===== src/rtl/srp_pkg.sv =====
package srp_pkg;
  localparam int DW   = 8;
  localparam int AW   = 6;
  localparam int NREG = 12;

  typedef enum logic [1:0] {K_RW, K_RO_STAT, K_RO_CONST, K_SELFCLR} kind_e;

  typedef struct packed {
    logic [AW-1:0] addr;
    logic [DW-1:0] base;
    logic [DW-1:0] wmask;
    kind_e         kind;
  } reg_desc_t;

  localparam reg_desc_t REG_TAB [NREG] = '{
    '{6'h00, 8'h04, 8'h6D, K_RW},
    '{6'h01, 8'h00, 8'hFF, K_RW},
    '{6'h02, 8'h24, 8'h3F, K_RW},
    '{6'h04, 8'h74, 8'h7F, K_RW},
    '{6'h05, 8'h0E, 8'h8F, K_RW},
    '{6'h07, 8'h00, 8'h00, K_RO_STAT},
    '{6'h15, 8'h61, 8'hFF, K_RW},
    '{6'h1C, 8'h61, 8'hFF, K_RW},
    '{6'h28, 8'h0E, 8'hFE, K_SELFCLR},
    '{6'h3C, 8'h00, 8'h01, K_RW},
    '{6'h3D, 8'h00, 8'h36, K_RW},
    '{6'h3E, 8'h48, 8'h00, K_RO_CONST}
  };

  localparam int IDX_LINK = 4;
  localparam int IDX_DLL  = 8;
  localparam int IDX_MODE = 9;
  localparam int IDX_TEST = 10;
  localparam int LINK_SRST_BIT = 7;
  localparam int TEST_RST_BIT  = 2;
  localparam int MODE_BIT      = 0;
  localparam int FRAME_BITS    = 2 * DW;
  localparam int CNT_W         = $clog2(FRAME_BITS + 1);
endpackage


===== src/rtl/srp_sync.sv =====
module srp_sync #(
  parameter int          WIDTH   = 1,
  parameter int          STAGES  = 2,
  parameter logic [WIDTH-1:0] RST_VAL = '0
) (
  input  logic             clk_i,
  input  logic             rst_ni,
  input  logic [WIDTH-1:0] d_i,
  output logic [WIDTH-1:0] q_o
);
  logic [WIDTH-1:0] st [STAGES];

  always_ff @(posedge clk_i or negedge rst_ni) begin
    if (!rst_ni) begin
      for (int s = 0; s < STAGES; s++) st[s] <= RST_VAL;
    end else begin
      st[0] <= d_i;
      for (int s = 1; s < STAGES; s++) st[s] <= st[s-1];
    end
  end

  assign q_o = st[STAGES-1];
endmodule


===== src/rtl/srp_frame.sv =====
module srp_frame
  import srp_pkg::*;
(
  input  logic          clk_i,
  input  logic          rst_ni,
  input  logic          cs_s_i,
  input  logic          sclk_s_i,
  input  logic          sdi_s_i,
  input  logic [DW-1:0] tx_byte_i,
  input  logic          tx_en_i,
  output logic          start_o,
  output logic          fall_o,
  output logic          cmt_o,
  output logic          cmt_wr_o,
  output logic [AW-1:0] cmt_addr_o,
  output logic [DW-1:0] cmt_data_o,
  output logic          sdo_o,
  output logic          sdo_en_o
);
  localparam int RX_W = AW + DW;
  localparam logic [CNT_W-1:0] LAST = CNT_W'(FRAME_BITS - 1);
  localparam logic [CNT_W-1:0] FULL = CNT_W'(FRAME_BITS);
  localparam logic [3:0]       TXN  = 4'(DW);

  logic            cs_d, sclk_d;
  logic            rise;
  logic [CNT_W-1:0] cnt;
  logic [3:0]      fcnt;
  logic [RX_W-1:0] rx, rx_nxt;
  logic            wr_q;
  logic [DW-1:0]   tx_sh;
  logic            tx_on;

  assign start_o = cs_d & ~cs_s_i;
  assign rise    = ~cs_s_i & sclk_s_i & ~sclk_d;
  assign fall_o  = ~cs_s_i & ~sclk_s_i & sclk_d;
  assign rx_nxt  = {rx[RX_W-2:0], sdi_s_i};

  always_ff @(posedge clk_i or negedge rst_ni) begin
    if (!rst_ni) begin
      cs_d   <= 1'b1;
      sclk_d <= 1'b0;
    end else begin
      cs_d   <= cs_s_i;
      sclk_d <= sclk_s_i;
    end
  end

  always_ff @(posedge clk_i or negedge rst_ni) begin
    if (!rst_ni) begin
      cnt   <= '0;
      fcnt  <= '0;
      rx    <= '0;
      wr_q  <= 1'b0;
      tx_sh <= '0;
      tx_on <= 1'b0;
    end else if (start_o) begin
      cnt   <= '0;
      fcnt  <= '0;
      rx    <= '0;
      wr_q  <= 1'b0;
      tx_sh <= tx_byte_i;
      tx_on <= tx_en_i;
    end else if (cs_s_i) begin
      tx_on <= 1'b0;
    end else begin
      if (rise && cnt < FULL) begin
        cnt <= cnt + 1'b1;
        rx  <= rx_nxt;
        if (cnt == '0) wr_q <= sdi_s_i;
      end
      if (fall_o && fcnt < TXN) begin
        fcnt  <= fcnt + 1'b1;
        tx_sh <= {tx_sh[DW-2:0], 1'b0};
        if (fcnt == TXN - 1'b1) tx_on <= 1'b0;
      end
    end
  end

  // commit registered on the final rising edge of a complete frame
  always_ff @(posedge clk_i or negedge rst_ni) begin
    if (!rst_ni) begin
      cmt_o      <= 1'b0;
      cmt_wr_o   <= 1'b0;
      cmt_addr_o <= '0;
      cmt_data_o <= '0;
    end else begin
      cmt_o <= rise && (cnt == LAST);
      if (rise && (cnt == LAST)) begin
        cmt_wr_o   <= wr_q;
        cmt_addr_o <= rx_nxt[RX_W-1:DW];
        cmt_data_o <= rx_nxt[DW-1:0];
      end
    end
  end

  assign sdo_o    = tx_on & tx_sh[DW-1];
  assign sdo_en_o = tx_on;
endmodule


===== src/rtl/srp_bank.sv =====
module srp_bank
  import srp_pkg::*;
(
  input  logic           clk_i,
  input  logic           rst_ni,
  input  logic           we_i,
  input  logic [AW-1:0]  waddr_i,
  input  logic [DW-1:0]  wdata_i,
  input  logic [AW-1:0]  raddr_i,
  output logic [DW-1:0]  rdata_o,
  input  logic           lock_i,
  output logic [NREG*DW-1:0] view_o,
  output logic           dll_pulse_o
);
  logic [DW-1:0] view [NREG];

  for (genvar i = 0; i < NREG; i++) begin : g_reg
    if (REG_TAB[i].kind == K_RO_STAT) begin : g_stat
      assign view[i] = {{(DW-1){1'b0}}, lock_i};
    end else if (REG_TAB[i].kind == K_RO_CONST) begin : g_const
      assign view[i] = REG_TAB[i].base;
    end else begin : g_store
      logic [DW-1:0] q;
      always_ff @(posedge clk_i or negedge rst_ni) begin
        if (!rst_ni) q <= REG_TAB[i].base;
        else if (we_i && waddr_i == REG_TAB[i].addr)
          q <= (q & ~REG_TAB[i].wmask) | (wdata_i & REG_TAB[i].wmask);
      end
      assign view[i] = q;
    end
    assign view_o[i*DW +: DW] = view[i];
  end

  always_comb begin
    rdata_o = '0;
    for (int i = 0; i < NREG; i++)
      if (raddr_i == REG_TAB[i].addr) rdata_o = view[i];
  end

  // self-clearing bit: never stored, only pulsed
  always_ff @(posedge clk_i or negedge rst_ni) begin
    if (!rst_ni) dll_pulse_o <= 1'b0;
    else dll_pulse_o <= we_i && (waddr_i == REG_TAB[IDX_DLL].addr) && wdata_i[0];
  end
endmodule


===== src/rtl/ser_reg_port.sv =====
module ser_reg_port
  import srp_pkg::*;
#(
  parameter int SYNC_STAGES = 2
) (
  input  logic               clk_i,
  input  logic               rst_ni,
  input  logic               cs_ni,
  input  logic               sclk_i,
  input  logic               sdi_i,
  output logic               sdo_o,
  output logic               sdo_en_o,
  input  logic               lock_err_i,
  output logic [NREG*DW-1:0] regs_o,
  output logic               dll_rst_o,
  output logic               ser_rst_o,
  output logic               test_rst_o
);
  logic [3:0]    sync_q;
  logic          cs_sync, sclk_sync, sdi_sync, lock_sync;
  logic          start_p, fall_p;
  logic          bank_we, cmt_p, cmt_wr;
  logic [AW-1:0] cmt_addr;
  logic [DW-1:0] cmt_data;
  logic [DW-1:0] rd_data;
  logic [AW-1:0] last_addr;
  logic          last_wr, have_prev;
  logic          mode_expl, tx_en;

  srp_sync #(.WIDTH(4), .STAGES(SYNC_STAGES), .RST_VAL(4'b0001)) u_sync (
    .clk_i (clk_i),
    .rst_ni(rst_ni),
    .d_i   ({lock_err_i, sdi_i, sclk_i, cs_ni}),
    .q_o   (sync_q)
  );
  assign {lock_sync, sdi_sync, sclk_sync, cs_sync} = sync_q;

  assign mode_expl = regs_o[IDX_MODE*DW + MODE_BIT];
  assign tx_en     = !mode_expl || (have_prev && !last_wr);

  srp_frame u_frame (
    .clk_i     (clk_i),
    .rst_ni    (rst_ni),
    .cs_s_i    (cs_sync),
    .sclk_s_i  (sclk_sync),
    .sdi_s_i   (sdi_sync),
    .tx_byte_i (rd_data),
    .tx_en_i   (tx_en),
    .start_o   (start_p),
    .fall_o    (fall_p),
    .cmt_o     (cmt_p),
    .cmt_wr_o  (cmt_wr),
    .cmt_addr_o(cmt_addr),
    .cmt_data_o(cmt_data),
    .sdo_o     (sdo_o),
    .sdo_en_o  (sdo_en_o)
  );

  assign bank_we = cmt_p & cmt_wr;

  always_ff @(posedge clk_i or negedge rst_ni) begin
    if (!rst_ni) begin
      last_addr <= '0;
      last_wr   <= 1'b0;
      have_prev <= 1'b0;
    end else if (cmt_p) begin
      last_addr <= cmt_addr;
      last_wr   <= cmt_wr;
      have_prev <= 1'b1;
    end
  end

  srp_bank u_bank (
    .clk_i      (clk_i),
    .rst_ni     (rst_ni),
    .we_i       (bank_we),
    .waddr_i    (cmt_addr),
    .wdata_i    (cmt_data),
    .raddr_i    (last_addr),
    .rdata_o    (rd_data),
    .lock_i     (lock_sync),
    .view_o     (regs_o),
    .dll_pulse_o(dll_rst_o)
  );

  assign ser_rst_o  = regs_o[IDX_LINK*DW + LINK_SRST_BIT];
  assign test_rst_o = regs_o[IDX_TEST*DW + TEST_RST_BIT];
endmodule


===== config.mk =====
export PLATFORM = sky130hd
export DESIGN_NAME = ser_reg_port
export DESIGN_NICKNAME = d
export VERILOG_FILES = /design/src/rtl/srp_pkg.sv /design/src/rtl/srp_sync.sv /design/src/rtl/srp_frame.sv /design/src/rtl/srp_bank.sv /design/src/rtl/ser_reg_port.sv
export SDC_FILE = /design/constraint.sdc
export NUM_CORES = 1
export LEC_CHECK = 0
export ABC_AREA = 1
export BUFFER_PORTS_ARGS = -buffer_cell sky130_fd_sc_hd__buf_2
export CORE_MARGIN = 1
export CORE_UTILIZATION = 55
export DETAILED_ROUTE_END_ITERATION = 8
export PLACE_DENSITY = 0.79
export SYNTH_ARGS = -nofsm -noshare
export SYNTH_HDL_FRONTEND = slang
export SYNTH_SLANG_ARGS = --single-unit

===== constraint.sdc =====
create_clock -name clk_i -period 3.43 [get_ports clk_i]
set_input_delay 0.1715 -clock clk_i [delete_from_list [all_inputs] [get_ports clk_i]]
set_output_delay 0.1715 -clock clk_i [all_outputs]
set_load 0.02 [all_outputs]

* Yosys cells after proc, flatten, opt, wreduce, memory -nomap -nowiden
Cells that the tools add are included. W data, S select, Z words.
Storage, ports and cells: bits in registers 147, bits in latches 0, memory bits (writable) 0, bits in read-only memories 0, bits of input ports 6, output and inout bits 101, word-level logic and storage cells 134, memories 0
Cells by class: add/subtract/negate cells 2, $mul 0, divide/modulo/power cells 0, order comparisons 2, equal/unequal tests 23, shift-type cells 0, mux-type cells 32, bitwise gates (word level) 17, reduce and logical (&&, ||, !) cells 30
Operators with widths (count):
- $mux W8 | 15
- $eq A6 B6 Y1 const B | 7
- $mux W13 | 3
- $eq A6 B3 Y1 const B | 5
- $eq A6 B5 Y1 const B | 4
- $or A8 B6 Y8 | 2
- $or A8 B7 Y8 | 2
- $logic_and A1 B1 Y1 | 15
- $mux W5 | 3
- $eq A6 B1 Y1 const B | 2
- $eq A6 B2 Y1 const B | 2
- $logic_not A6 Y1 | 2
- $mux W4 | 3
- $mux W1 | 8
- $or A1 B8 Y8 | 1
- $or A7 B8 Y8 | 1
- $or A8 B1 Y8 | 1
- $and A1 B1 Y1 | 7
- $reduce_and A2 Y1 | 3
- $reduce_bool A2 Y1 | 3
- $reduce_bool A3 Y1 | 2
- $add A5 B1 Y5 const B | 1
- $eq A5 B4 Y1 const B | 1
- $logic_not A5 Y1 | 1
- 9 further kinds | 12

* Logic depth before layout (Yosys ltp)
word-level depth 14, depth in mapped cells 15, gate-level depth less buffers 15

* Modules after synthesis
Synthesis repeated with hierarchy kept, for this count alone.
Second synthesis, totals: cell total of the unflattened synthesis 711, area total of the unflattened synthesis 6090.8 um^2
Modules (own cells, without submodules):
- srp_bank | times used 1, cells each 405, area each 3221.8 um^2, seq. area each 1525.2 um^2
- srp_frame | times used 1, cells each 256, area each 2306.0 um^2, seq. area each 1252.5 um^2
- ser_reg_port | times used 1, cells each 38, area each 330.3 um^2, seq. area each 200.2 um^2
- srp_sync | times used 1, cells each 12, area each 232.7 um^2, seq. area each 202.7 um^2

* Worst setup path before layout
No wires, ideal clock.
path type register -> register, start reg last_addr[0], end reg u_frame.tx_sh[2], library setup time 0.122 ns, arrival time 1.450 ns, required time 3.308 ns, setup slack 1.859 ns, stages on the path, launching flop included 10, buffers on the path 0, clock period less this slack 1.571 ns, cells stage by stage dfrtp_1 -> nor2_4 -> inv_2 -> nor4_4 -> inv_2 -> or2_0 -> nand2_1 -> nand2_1 -> nand2_1 -> a21oi_2
Between the ends: word-level cells in the longest chain between the ends 14, elaborated cells between the ends (all ways) 25, classes of those cells 11 x eq/ne; 13 x mux; 1 x reduce/logical
Ends and longest elaborated chain:
- from (decl) | RTL line ser_reg_port.sv:26 | logic [AW-1:0] last_addr;
- from (signal assigned) | RTL line ser_reg_port.sv:67 | last_addr <= cmt_addr;
- $logic_not A6 Y1 | RTL line srp_bank.sv:37 | if (raddr_i == REG_TAB[i].addr) rdata_o = view[i];
- $mux W8 (11 in series) | RTL line srp_bank.sv:37
- $mux W8 (*) | RTL line srp_bank.sv:37
- $mux W8 (*) | RTL line srp_frame.sv:57 | end else if (start_o) begin
- to (signal assigned) | RTL line srp_frame.sv:62 | tx_sh <= tx_byte_i;
- to (signal assigned) | RTL line srp_frame.sv:74 | tx_sh <= {tx_sh[DW-2:0], 1'b0};
- to (decl) | RTL line srp_frame.sv:31 | logic [DW-1:0] tx_sh;
Mark *: on every way between the ends. The rest lies on a longest branch, timed or not. A chain may end at the register's enable or synchronous reset.

* Worst setup path after layout
start reg u_sync.st, in the netlist u_sync.q_o[1], end reg u_frame.fcnt[3]
Between the ends: word-level cells in the longest chain between the ends 6
Ends and longest elaborated chain:
- from (decl) | RTL line srp_sync.sv:11 | logic [WIDTH-1:0] st [STAGES];
- $not A1 Y1 | RTL line srp_frame.sv:36 | assign fall_o = ~cs_s_i & ~sclk_s_i & sclk_d;
- $and A1 B1 Y1 (2 in series) | RTL line srp_frame.sv:36
- $logic_and A1 B1 Y1 | RTL line srp_frame.sv:72 | if (fall_o && fcnt < TXN) begin
- $reduce_bool A2 Y1 (no line)
- $reduce_and A2 Y1 (no line)
- to (signal assigned) | RTL line srp_frame.sv:73 | fcnt <= fcnt + 1'b1;
- to (decl) | RTL line srp_frame.sv:28 | logic [3:0] fcnt;
Every way passes these cells.

==> impl_results.md <==
* CTS Buf Count at 17
* Vias in the first global route at 4458
* Post-synth EDFFs at 0
* Yosys reg bits at 126
* Startpoint class of the critical path: register
* Initial Util at 57.8%
* Max IR drop VDD at 314 uV
* GRT overflow at 0
* Max Fanout on Critical Path at 11
* Async SR Flop Fraction at 100%
* Gate Count Post-Synth at 659
* Dominant cells by area after synthesis: dfrtp_1 (45%), nand2_1 (11%), dfstp_2 (10%)
* Clock Skews at 0.00683 ns
* Die area at 10900 sq um
* Initial antenna violation count at 0
* RSZ-0062 raised after global routing: false
* I/O pin total at 107
* First-pass GRT wire length at 22100 um
* Vias at 4703
* Cell Rows at 36
* Setup crit end kind: register
* Count of hold-fix buffers inserted at cts at 5
* Post-DP HPWL at 9280 um
* Setup TNS at 0 ns
* Crit path DAT at 2.77 ns
* Distinct cells, synth at 39
* Initial DRT Pass Iterations at 4
* Share of the synthesized area in the top cell type at 45.2%
* All-Layer GR Usage at 26.5%
* FF/Latch Area at 3180 sq um
* Die W at 104 um
* PortBufs at 70
* Routed WL per cell at 15.3 um
* Drc violations at 0
* Final Hold Viols at 0
* Crit path time final at 2.36 ns
* Mean Syn Cell Area at 8.73 sq um
* Setup CP Type: register to register
* CTS tree: yes
* Initial DRC Count at 246
* Share of layout cells above drive strength 1 at 19.9%
* Final nets at 746
* Clk Latency, worst-skew pair at 0.53 ns
* Synthesized cell area at 5750 sq um
* Leak at 3.20 nW
* Clock buffer depth at 2
* Pwr/cell area at 491 nW/um^2
* Commonest cells in the netlist: nand2_1 (169), dfrtp_1 (104), o21ai_0 (98)
* Slew headroom at 28.0%
* Pin count of the biggest net entering global routing at 78
* Min-Delay Path Class: primary input to register
* Final period utilization at 68.8%
* WL final at 13500 um
* Footprint of the multi-input gates at 2110 sq um
* Top-count cell post-synth: nand2_1
* Cell taking the most area after synthesis: dfrtp_1
* Final GP Congestion at 0.913
* Fmax at 0.424 GHz
* Max_cap viols at 0
* N_diodes at 0
* Clk root buf: clkbuf_8
* Post-synth top flop: dfrtp_1
* Final setup fails at 0
* Die height at 104 um
* # resized after CTS at 0
* Slew @ Worst Pin at 1.07 ns
* Post-route ant nets at 0
* P&R area growth vs syn at 15.7%
* CTS HTree Levels at 4
* Final core utilization at 66.9%
* Hold WS at 0.279 ns
* Core Area at 9950 sq um
* Synthesis Warnings at 0
* Sequential element share of the synthesized area at 55.3%
* Post-CTS setup buffers at 0
* Fillers at 797
* Clk sinks at 126
* CP required at 3.84 ns
* Outcome: complete, no violations
* Max Slew Vio Count at 0
* Routed vias/inst at 5.33
* Clock slew at reported path FFs at 0.06 ns
[placed cells by master, fill, tap and decap left out, types with 2 or more instances in the layout]
cell and count:
or2_2 2, a41oi_1 2, dlygate4sd3_1 5, conb_1 36, o21ai_0 98, o21ai_1 2
nor3_1 7, a21oi_2 2, inv_1 59, clkinvlp_4 5, buf_2 69, clkinv_2 2
nand3_2 3, a21oi_1 22, dfstp_2 22, nand3_1 23, clkbuf_16 16, nand2_2 3
nor2_4 3, or2_0 5, o22ai_1 12, buf_4 3, nand2_1 169, clkbuf_8 3
clkinv_4 4, dfrtp_1 104, inv_2 4, ha_1 4, nor2_1 39, nor2_2 4
clkinv_1 2
[through the flow]
stage / std cells / worst slack, ns / power [mW] / instance area (sq um)
6_report: 882 / 1.07 / 3.27 / 6660
3_3_place_gp: 845 / 1.23 / 1.70 / 6070
5_1_grt: 882 / 0.839 / 3.39 / 6660
3_5_place_dp: 845 / 1.16 / 1.70 / 6070
2_1_floorplan: 693 / 1.86 / 1.68 / 5880
4_1_cts: 882 / 1.12 / 3.28 / 6660
[final cells by class]
| type | instances | area share, % |
|---|---|---|
| Multi-Input combinational cell | 449 | 31.7 |
| Clock buffer | 20 | 6.69 |
| Clock inverter | 12 | 1.37 |
| Tap cell | 133 | 2.50 |
| Timing Repair Buffer | 77 | 6.28 |
| Inverter | 65 | 3.67 |
| Sequential cell | 126 | 47.8 |
[where the power goes]
group | switching [mW] | total (mW) | internal, mW
sequential | 0.0204 | 1.54 | 1.52
combinational | 0.110 | 0.142 | 0.0324
clock | 0.659 | 1.59 | 0.927
total | 0.789 | 3.27 | 2.48
[sequential cells by signal (all words and copies together) (netlist names), 4 cells and up]
name	flops
u_frame.cmt_data_o	8
u_frame.fcnt	4
u_frame.cnt	5
u_frame.tx_sh	8
u_sync.q_o	4
u_sync.st	4
last_addr	6
u_frame.cmt_addr_o	6
u_frame.rx	13
u_bank.g.g_store.q	59
[cells by family after synthesis]
logic type,Yosys count,share of synthesized area [%]
and+or+nand+nor,263,19.9
AOI/OAI and AO/OA,146,13.6
DFF,126,55.3
buffers and inverters,118,10.2
adders and majority gates,4,0.870
other,2,0.131
[path summary, 6_finish.rpt]
path	slack (ns)	end	cells past startpoint	start
hold reg to reg	0.35	u_sync.q_o[1]$_DFF_PN0_	0	u_sync.st[5]$_DFF_PN0_
max in group asynchronous	2.16	u_bank.g_reg[8].g_store.q[3]$_DFFE_PN1P_	3	rst_ni
setup reg to reg	1.07	u_frame.fcnt[3]$_DFFE_PN0P_	7	u_sync.q_o[1]$_DFF_PN0_
hold / removal	0.28	u_sync.st[6]$_DFF_PN0_	2	sdi_i
min in group asynchronous	0.32	u_bank.g_reg[2].g_store.q[3]$_DFFE_PN0P_	2	rst_ni
setup / recovery	1.07	u_frame.fcnt[3]$_DFFE_PN0P_	7	u_sync.q_o[1]$_DFF_PN0_
[metal layers]
metal  track usage [%]  up-vias  wire length, um
met3              7.83       30              878
met1              34.4     2239             5700
li1                  -     2227                -
met4              11.9        0              354
met5                 0        -                0
met2              41.2      207             6530
[critical path: stages, from the launching register on]
cell,delay (ns)
dfrtp_1,0.38
nor2_1,0.05
nand2_1,0.06
inv_1,0.06
o21ai_0,0.83
clkinv_1,0.51
a41oi_1,0.28
nor2_1,0.07
Power figures use the tool's default switching activity.
